**src/rtl/uart_fifo_pkg.sv**
```systemverilog
package uart_fifo_pkg;

    typedef enum logic [1:0] {
        TRIG_ONE     = 2'b00,
        TRIG_HALF    = 2'b01,
        TRIG_3QUART  = 2'b10,
        TRIG_7EIGHTH = 2'b11
    } rx_trig_e;

    // Fill level at which the receive interrupt rises, scaled from depth.
    function automatic int unsigned trig_bytes(rx_trig_e sel, int unsigned depth);
        case (sel)
            TRIG_ONE:    return 1;
            TRIG_HALF:   return depth / 2;
            TRIG_3QUART: return (depth * 3) / 4;
            default:     return (depth * 7) / 8;
        endcase
    endfunction

endpackage

```
**src/rtl/ufp_queue.sv**
```systemverilog
module ufp_queue #(
    parameter int DATA_W = 8,
    parameter int DEPTH  = 32,
    localparam int PTR_W = (DEPTH > 1) ? $clog2(DEPTH) : 1,
    localparam int LVL_W = $clog2(DEPTH + 1)
) (
    input  logic              clk,
    input  logic              rst_n,
    input  logic              clr_i,
    input  logic              push_i,
    input  logic              pop_i,
    input  logic [DATA_W-1:0] din_i,
    output logic [DATA_W-1:0] dout_o,
    output logic [LVL_W-1:0]  level_o,
    output logic              full_o,
    output logic              empty_o,
    output logic              drop_o
);

    typedef struct packed {
        logic [PTR_W-1:0] wr;
        logic [PTR_W-1:0] rd;
        logic [LVL_W-1:0] cnt;
    } q_state_t;

    q_state_t st_d, st_q;
    logic [DATA_W-1:0] mem_q [DEPTH];
    logic do_push, do_pop;

    function automatic logic [PTR_W-1:0] bump(logic [PTR_W-1:0] p);
        return (p == PTR_W'(DEPTH - 1)) ? '0 : p + 1'b1;
    endfunction

    always_comb begin
        st_d    = st_q;
        do_pop  = pop_i && (st_q.cnt != '0) && !clr_i;
        do_push = push_i && !clr_i && ((st_q.cnt != LVL_W'(DEPTH)) || do_pop);
        drop_o  = push_i && !clr_i && !do_push;
        if (clr_i) begin
            st_d = '0;
        end else begin
            if (do_push) st_d.wr = bump(st_q.wr);
            if (do_pop)  st_d.rd = bump(st_q.rd);
            st_d.cnt = st_q.cnt + LVL_W'(do_push) - LVL_W'(do_pop);
        end
    end

    always_ff @(posedge clk or negedge rst_n) begin
        if (!rst_n) st_q <= '0;
        else        st_q <= st_d;
    end

    always_ff @(posedge clk) begin
        if (do_push) mem_q[st_q.wr] <= din_i;
    end

    assign dout_o  = mem_q[st_q.rd];
    assign level_o = st_q.cnt;
    assign full_o  = (st_q.cnt == LVL_W'(DEPTH));
    assign empty_o = (st_q.cnt == '0);

endmodule

```
**src/rtl/ufp_rx_watch.sv**
```systemverilog
module ufp_rx_watch
    import uart_fifo_pkg::*;
#(
    parameter int DEPTH  = 32,
    localparam int LVL_W = $clog2(DEPTH + 1)
) (
    input  logic [LVL_W-1:0] level_i,
    input  logic [1:0]       trig_sel_i,
    input  logic             afc_en_i,
    output logic             irq_o,
    output logic             rts_o
);

    logic [LVL_W-1:0] thresh;
    logic             at_trig;

    always_comb begin
        thresh  = LVL_W'(trig_bytes(rx_trig_e'(trig_sel_i), DEPTH));
        at_trig = (level_i >= thresh);
        irq_o   = at_trig;
        rts_o   = !(afc_en_i && at_trig);
    end

endmodule

```
**src/rtl/uart_fifo_path.sv**
```systemverilog
module uart_fifo_path #(
    parameter int DATA_W = 8,
    parameter int DEPTH  = 32,
    localparam int LVL_W = $clog2(DEPTH + 1)
) (
    input  logic              clk,
    input  logic              rst_n,
    input  logic [1:0]        trig_sel,
    input  logic              afc_en,
    input  logic              rx_fifo_clr,
    input  logic              tx_fifo_clr,
    input  logic              ovr_clr,
    input  logic              tx_push,
    input  logic [DATA_W-1:0] tx_wdata,
    input  logic              rx_pop,
    output logic [DATA_W-1:0] rx_rdata,
    output logic [LVL_W-1:0]  rx_level,
    output logic [LVL_W-1:0]  tx_level,
    output logic              rx_empty,
    output logic              tx_full,
    output logic              rx_irq,
    output logic              overrun,
    input  logic              core_rx_valid,
    input  logic [DATA_W-1:0] core_rx_data,
    input  logic              core_tx_ready,
    output logic              core_tx_start,
    output logic [DATA_W-1:0] core_tx_data,
    input  logic              cts,
    output logic              rts
);

    typedef struct packed {
        logic ovr;
    } top_state_t;

    top_state_t st_d, st_q;
    logic rx_full_unused, tx_empty, rx_drop, tx_drop_unused;
    logic tx_gate_open;

    ufp_queue #(.DATA_W(DATA_W), .DEPTH(DEPTH)) u_rxq (
        .clk     (clk),
        .rst_n   (rst_n),
        .clr_i   (rx_fifo_clr),
        .push_i  (core_rx_valid),
        .pop_i   (rx_pop),
        .din_i   (core_rx_data),
        .dout_o  (rx_rdata),
        .level_o (rx_level),
        .full_o  (rx_full_unused),
        .empty_o (rx_empty),
        .drop_o  (rx_drop)
    );

    ufp_queue #(.DATA_W(DATA_W), .DEPTH(DEPTH)) u_txq (
        .clk     (clk),
        .rst_n   (rst_n),
        .clr_i   (tx_fifo_clr),
        .push_i  (tx_push),
        .pop_i   (core_tx_start),
        .din_i   (tx_wdata),
        .dout_o  (core_tx_data),
        .level_o (tx_level),
        .full_o  (tx_full),
        .empty_o (tx_empty),
        .drop_o  (tx_drop_unused)
    );

    ufp_rx_watch #(.DEPTH(DEPTH)) u_watch (
        .level_i    (rx_level),
        .trig_sel_i (trig_sel),
        .afc_en_i   (afc_en),
        .irq_o      (rx_irq),
        .rts_o      (rts)
    );

    always_comb begin
        tx_gate_open  = !afc_en || cts;
        core_tx_start = !tx_empty && core_tx_ready && tx_gate_open && !tx_fifo_clr;
        st_d          = st_q;
        st_d.ovr      = rx_drop || (st_q.ovr && !ovr_clr);
    end

    always_ff @(posedge clk or negedge rst_n) begin
        if (!rst_n) st_q <= '0;
        else        st_q <= st_d;
    end

    assign overrun = st_q.ovr;

endmodule

```
**config.mk**
```make
export PLATFORM = sky130hd
export DESIGN_NAME = uart_fifo_path
export DESIGN_NICKNAME = d
export VERILOG_FILES = /design/src/rtl/uart_fifo_pkg.sv /design/src/rtl/ufp_queue.sv /design/src/rtl/ufp_rx_watch.sv /design/src/rtl/uart_fifo_path.sv
export SDC_FILE = /design/constraint.sdc
export NUM_CORES = 1
export LEC_CHECK = 0
export CORE_MARGIN = 2
export CORE_UTILIZATION = 45
export DETAILED_ROUTE_END_ITERATION = 7
export HOLD_SLACK_MARGIN = 0.05
export SLEW_MARGIN = 5
export SYNTH_ARGS = -nofsm -noshare
export SYNTH_HDL_FRONTEND = slang
export SYNTH_SLANG_ARGS = --single-unit
```
**constraint.sdc**
```tcl
create_clock -name clk -period 3.5 [get_ports clk]
set_input_delay 0.525 -clock clk [delete_from_list [all_inputs] [get_ports clk]]
set_output_delay 0.525 -clock clk [all_outputs]
set_load 0.01 [all_outputs]
```
Word level (Yosys, flattened, before mapping)

Memory sizes are Yosys's and may differ from the RTL's.
Index checks and enable logic that the tools add are counted.

RAM bits: 512
Output and inout bits: 34
Register bits after elaboration: 33
Memories: 2
Input port bits: 29

Memory list:

| name        | words | bits a word | rd ports | clocked after Yosys merged registers in | wr ports | line            | RTL |
|---|---|---|---|---|---|---|---|
| u_rxq.mem_q | 32    | 8           | 1        | 0                                       | 1        | ufp_queue.sv:27 | `logic [DATA_W-1:0] mem_q [DEPTH];` |
| u_txq.mem_q | 32    | 8           | 1        | 0                                       | 1        | ufp_queue.sv:27 |  |

Reduce and logical (&&, ||, !) cells: 34
Mux-type cells: 15
$add $sub $neg: 8
$lt $le $gt $ge: 1
Eq/ne operators: 9

Operators with widths:

| cell                  | count |
|---|---|
| $mux W5               | 8 |
| $mux W16              | 2 |
| $add A5 B1 Y5 const B | 4 |
| $eq A5 B5 Y1 const B  | 4 |
| $pmux W5 S3           | 1 |
| $logic_and A1 B1 Y1   | 14 |
| $add A6 B1 Y6         | 2 |
| $logic_not A6 Y1      | 2 |
| $ne A6 B6 Y1 const B  | 2 |
| $reduce_bool A6 Y1    | 2 |
| $sub A6 B1 Y6         | 2 |
| $reduce_bool A2 Y1    | 4 |
| $logic_not A1 Y1      | 7 |
| $eq A6 B6 Y1 const B  | 1 |
| $ge A6 B5 Y1          | 1 |
| $logic_or A1 B1 Y1    | 4 |
| $mux W1               | 4 |
| $eq A2 B1 Y1 const B  | 1 |
| $eq A2 B2 Y1 const B  | 1 |
| $logic_not A2 Y1      | 1 |

Longest topological paths before layout

Gate-level depths: netlist of run 1.

Depth in word-level cells: 12
Mapped depth: 15
Depth with buffers taken out: 14

Modules after synthesis

A second synthesis of run 1 with hierarchy kept.

Cell total of the unflattened synthesis: 1,278
Area total of the unflattened synthesis: 22,406.5 um^2

Modules (own cells, without submodules):

| module            | times used | cells each | area each (um^2) | seq. area each (um^2) |
|---|---|---|---|---|
| ufp_queue (u_rxq) | 1          | 629        | 11,118.2         | 8,087.8 |
| ufp_queue (u_txq) | 1          | 629        | 11,116.9         | 8,087.8 |
| ufp_rx_watch      | 1          | 15         | 106.4            | 0.0 |
| uart_fifo_path    | 1          | 5          | 65.1             | 25.0 |

Worst setup path before layout of run 1

OpenSTA, ideal clock, no wires.

Kind: flip-flop to flip-flop
Start: reg u_rxq.st_q (netlist bit u_rxq.level_o[4])
End: reg u_rxq.st_q (netlist bit u_rxq.level_o[4])
Data required time: 3.367 ns
Period minus slack after synthesis: 3.015 ns
Library setup time: 0.133 ns
Stages on the path, launching flop included: 16
Data arrival time: 2.882 ns
Path slack: 0.485 ns
Cells stage by stage: dfrtp_1 inv_1 ha_1 nor4bb_1 nand2b_1 buf_2 nor2_1 ha_1 inv_1 ha_1 inv_1 fa_1 nand2b_1 a21oi_1 o21a_1 nor3_1

RTL lines:

| element                  | line            | RTL |
|---|---|---|
| start: declaration       | ufp_queue.sv:26 | `q_state_t st_d, st_q;` |
| start signal: assignment | ufp_queue.sv:50 | `else st_q <= st_d;` |

Worst setup path after layout of run 1

Start: reg u_rxq.st_q[6] (netlist name)
End: out rx_rdata[7]

Longest elaborated chain between the ends: 1

Ends and longest elaborated chain:

| element          | line                 | RTL |
|---|---|---|
| $mem_v2 Z32 W8   | -                    |  |
| end: declaration | uart_fifo_path.sv:16 | `output logic [DATA_W-1:0] rx_rdata,` |

Every way passes these cells.

==> out/metrics.csv, run 1 <==
stage,metric,value,unit
global_routing,antenna_found_initial,0,
power,leakagePower,8.906,nW
setup_path,cpMaxStageDelayCell,mux4_2,
power,p_comb_frac,0.162,
logic_synthesis,avgSynthCellArea,17.55,um^2
logic_synthesis,netlist_area,22490,um^2
clock_tree,cts.path.max_buffers,3,
global_routing,grt_pass1_wl,72610,um
setup_path,cp.required,2.97,ns
power,p_int,12.16,mW
final_layout,area_delta_synth_final,18.61,%
sta,min_period_over_period,0.9660,
power,netSwitchingPower,3.887,mW
placement,dpl_cell_area,24390,um^2
sta,final-max-slew-violation-count,0,
logic_synthesis,synth-async-reset-ratio,0.06055,
floorplan,rows,81,
drt,routed_wl,48150,um
placement,numPlacedInstances,2041,
placement,dp_hpwl,29450,um
run,maxCapViolCount,0,
floorplan,die_h,227.5,um
floorplan,ioPinCount,63,
sta,worst_pin_slew,1.152,ns
clock_tree,root_buffer,clkbuf_16,
final_layout,antenna_cells,0,
logic_synthesis,synth_nets,1348,
setup_path,crit_family,buffers and inverters,
logic_synthesis,synth_enable_flop_cells,512,
final_layout,fin_cells,2163,
clock_tree,hold_buffers,0,
setup_path,cp_cell_sequence,buf_12 > buf_16 > buf_4 > mux4_2 > a221oi_4 > nand3_1 > dlygate4sd2_1,
placement,dp_slack,-0.04829,ns
clock_tree,clk_latency,0.60,ns
clock_tree,cts-htree-levels,2,
setup_path,slowest_delay,0.53,ns
sta,period_minus_slack,3.381,ns
clock_tree,cts_tree,built,
logic_synthesis,seq_area_frac_synth,0.7205,
outcome,status,"complete, no violations",
global_routing,grt-ovfl-total,0,
drt,viasPerCell,5.481,
clock_tree,clk_pin_slew,0.06,ns
power,p_per_area,601.7,nW/um^2
drt,detail_route.first_pass.iterations,5,
floorplan,die_area,51770,um^2
global_routing,grt_pass1_vias,11980,
sta,report.final.hold_viol_count,0,
floorplan,start_util,0.4575,
power,sw_frac_of_total,0.2422,
placement,gp_congestion,0.7765,
power,power_frac_seq,0.458,
setup_path,critPathMaxFanout,16,
setup_path,cp.arrival,2.86,ns
sta,fmax,0.2958,GHz
sta,skew,0.01279,ns
logic_synthesis,synth_warnings,0,
setup_path,crit_buf_inv,4,
drt,wl_per_cell,22.26,um
floorplan,dieWidth,227.5,um
sta,rsz0062_at_grt,no,
logic_synthesis,synth_seq_cells,545,
power,ir_drop,0.4275,mV
logic_synthesis,yosysUniqueCellTypes,63,
setup_path,critPathLaunchType,flip-flop,
drt,routed-via-count,11860,
final_layout,drive_gt1_frac,0.2048,
global_routing,grt.total_usage,0.1892,
min_path,hold_path.class,in -> async,
drt,drc,0,
final_layout,num-nets-final,1520,
placement,io_buffers,62,
logic_synthesis,synth_ff_type,edfxtp_1,
power,power.share.clock,0.381,
sta,worst_slack,0.1191,ns
drt,drt_iter0_drc,965,
floorplan,core_area,49150,um^2
logic_synthesis,syn_inst,1281,
sta,setup_viol,0,
global_routing,grt_max_degree,35,
sta,tns,0,ns
drt,ant_nets,0,
final_layout,final_area,26670,um^2
setup_path,path_class,reg -> out,
clock_tree,cts_buffers,55,
setup_path,cp-end-kind,output pin,
clock_tree,clock-sinks,545,
sta,relSlewSlack,0.2297,
logic make-up after synthesis:
logic type / synth area share
adders and majority gates: 0.02181
AOI/OAI and AO/OA: 0.04936
muxes: 0.1251
and+or+nand+nor: 0.05464
xor gates and xnor gates: 0.001947
buffers and inverters: 0.02671
DFF: 0.7205
layout make-up:
type                    count  area, um^2
fillers                  3850       22480
flip-flops and latches    545       16210
multi-input cells         625        5812
repair buffers            196        1815
clock buffers              64        1441
well taps                 664       830.8
clock inverters            39       446.7
inverters                  30       112.6
worst paths after layout:
path | from | to | slack, ns | depth (start not counted)
max in group asynchronous | rst_n | u_txq.st_q[7] | 2.83 | 1
min in group clk | overrun | overrun | 0.52 | 1
min reg2reg | overrun | overrun | 0.52 | 1
min | rst_n | overrun | 0.03 | 1
max | u_rxq.st_q[6] | rx_rdata[7] | 0.12 | 7
max reg2reg | u_rxq.level_o[2] | u_rxq.level_o[4] | 0.63 | 14
power groups by stage:
stage | clock network (mW) | logic (mW) | registers (mW)
finish | 6.11 | 2.59 | 7.34
global route | 6.49 | 2.83 | 7.36
CTS | 6.23 | 2.65 | 7.34
detailed placement | 0 | 2.46 | 7.53
global placement | 0 | 2.42 | 7.53
floorplan | 0 | 1.68 | 7.44
through the flow:
step	hold WS [ns]	total power [mW]	utilization
after CTS	0.05215	16.22	0.5424
after global routing	0.07659	16.68	0.5426
final	0.02719	16.05	0.5426
after global placement	0.4985	9.949	0.4962
after floorplan	0.2294	9.128	-
after detailed placement	0.4978	9.995	0.4962
cell usage after synthesis (5+ instances only):
master	count	area share
a21oi_1	9	0.0020
a221oi_1	14	0.0055
a22o_1	17	0.0066
a22oi_1	64	0.021
and3_1	7	0.0019
buf_1	9	0.0015
buf_2	22	0.0049
buf_4	20	0.0067
buf_6	5	0.0025
clkbuf_1	22	0.0037
dfrtp_1	33	0.037
edfxtp_1	512	0.68
ha_1	36	0.020
inv_1	30	0.0050
mux2i_1	131	0.058
mux4_1	16	0.019
mux4_2	48	0.048
nand2_1	23	0.0038
nand2b_1	6	0.0017
nand3_1	58	0.013
nand3b_1	6	0.0020
nor2_1	89	0.015
nor2b_1	11	0.0031
nor3_1	5	0.0011
o21ai_0	8	0.0018
routing by layer:
metal / vias up / GRT usage / wire length, um
li1: 5446 / - / -
met1: 6076 / 0.2513 / 20810
met2: 246 / 0.3218 / 24170
met3: 87 / 0.02375 / 1765
met4: 0 / 0.06831 / 1409
met5: - / 0 / 0
sequential cells by signal (all words and copies together), names as in the netlist:
signal,count
u_rxq.st_q,10
overrun,1
u_rxq.mem_q,256
u_txq.level_o,6
u_txq.mem_q,256
u_txq.st_q,10
u_rxq.level_o,6
timing repair:
action | 4_1_cts | 5_1_grt
gates resized for setup | 48 | 4
setup endpoints to repair | 17 | 7
pin swaps | 4 | 2
gates cloned | 1 | 0
setup buffers | 18 | 1
layout by cell type (no fill, tap or decap), drive strengths merged, types with 10 or more instances in the layout:
master           n
dlygate4sd2     14
mux2i          131
clkinv          28
inv             31
bufinv          10
dfrtp           33
a22oi           64
o21ai           12
nor2            90
buf            134
nand3           58
edfxtp         512
clkbuf          64
a22o            17
clkdlybuf4s50   44
nor2b           11
a221oi          16
mux4            64
nand2           23
ha              36
Power figures use the tool's default switching activity.
==> inputs of run 2 (changes only) <==
--- a/config.mk
+++ b/config.mk
@@ -9,7 +9,6 @@
 export CORE_UTILIZATION = 45
 export DETAILED_ROUTE_END_ITERATION = 7
 export HOLD_SLACK_MARGIN = 0.05
-export SLEW_MARGIN = 5
 export SYNTH_ARGS = -nofsm -noshare
 export SYNTH_HDL_FRONTEND = slang
 export SYNTH_SLANG_ARGS = --single-unit
==> results of run 2 <==
Final layout, timing and power as in run 1 (identical DEF).
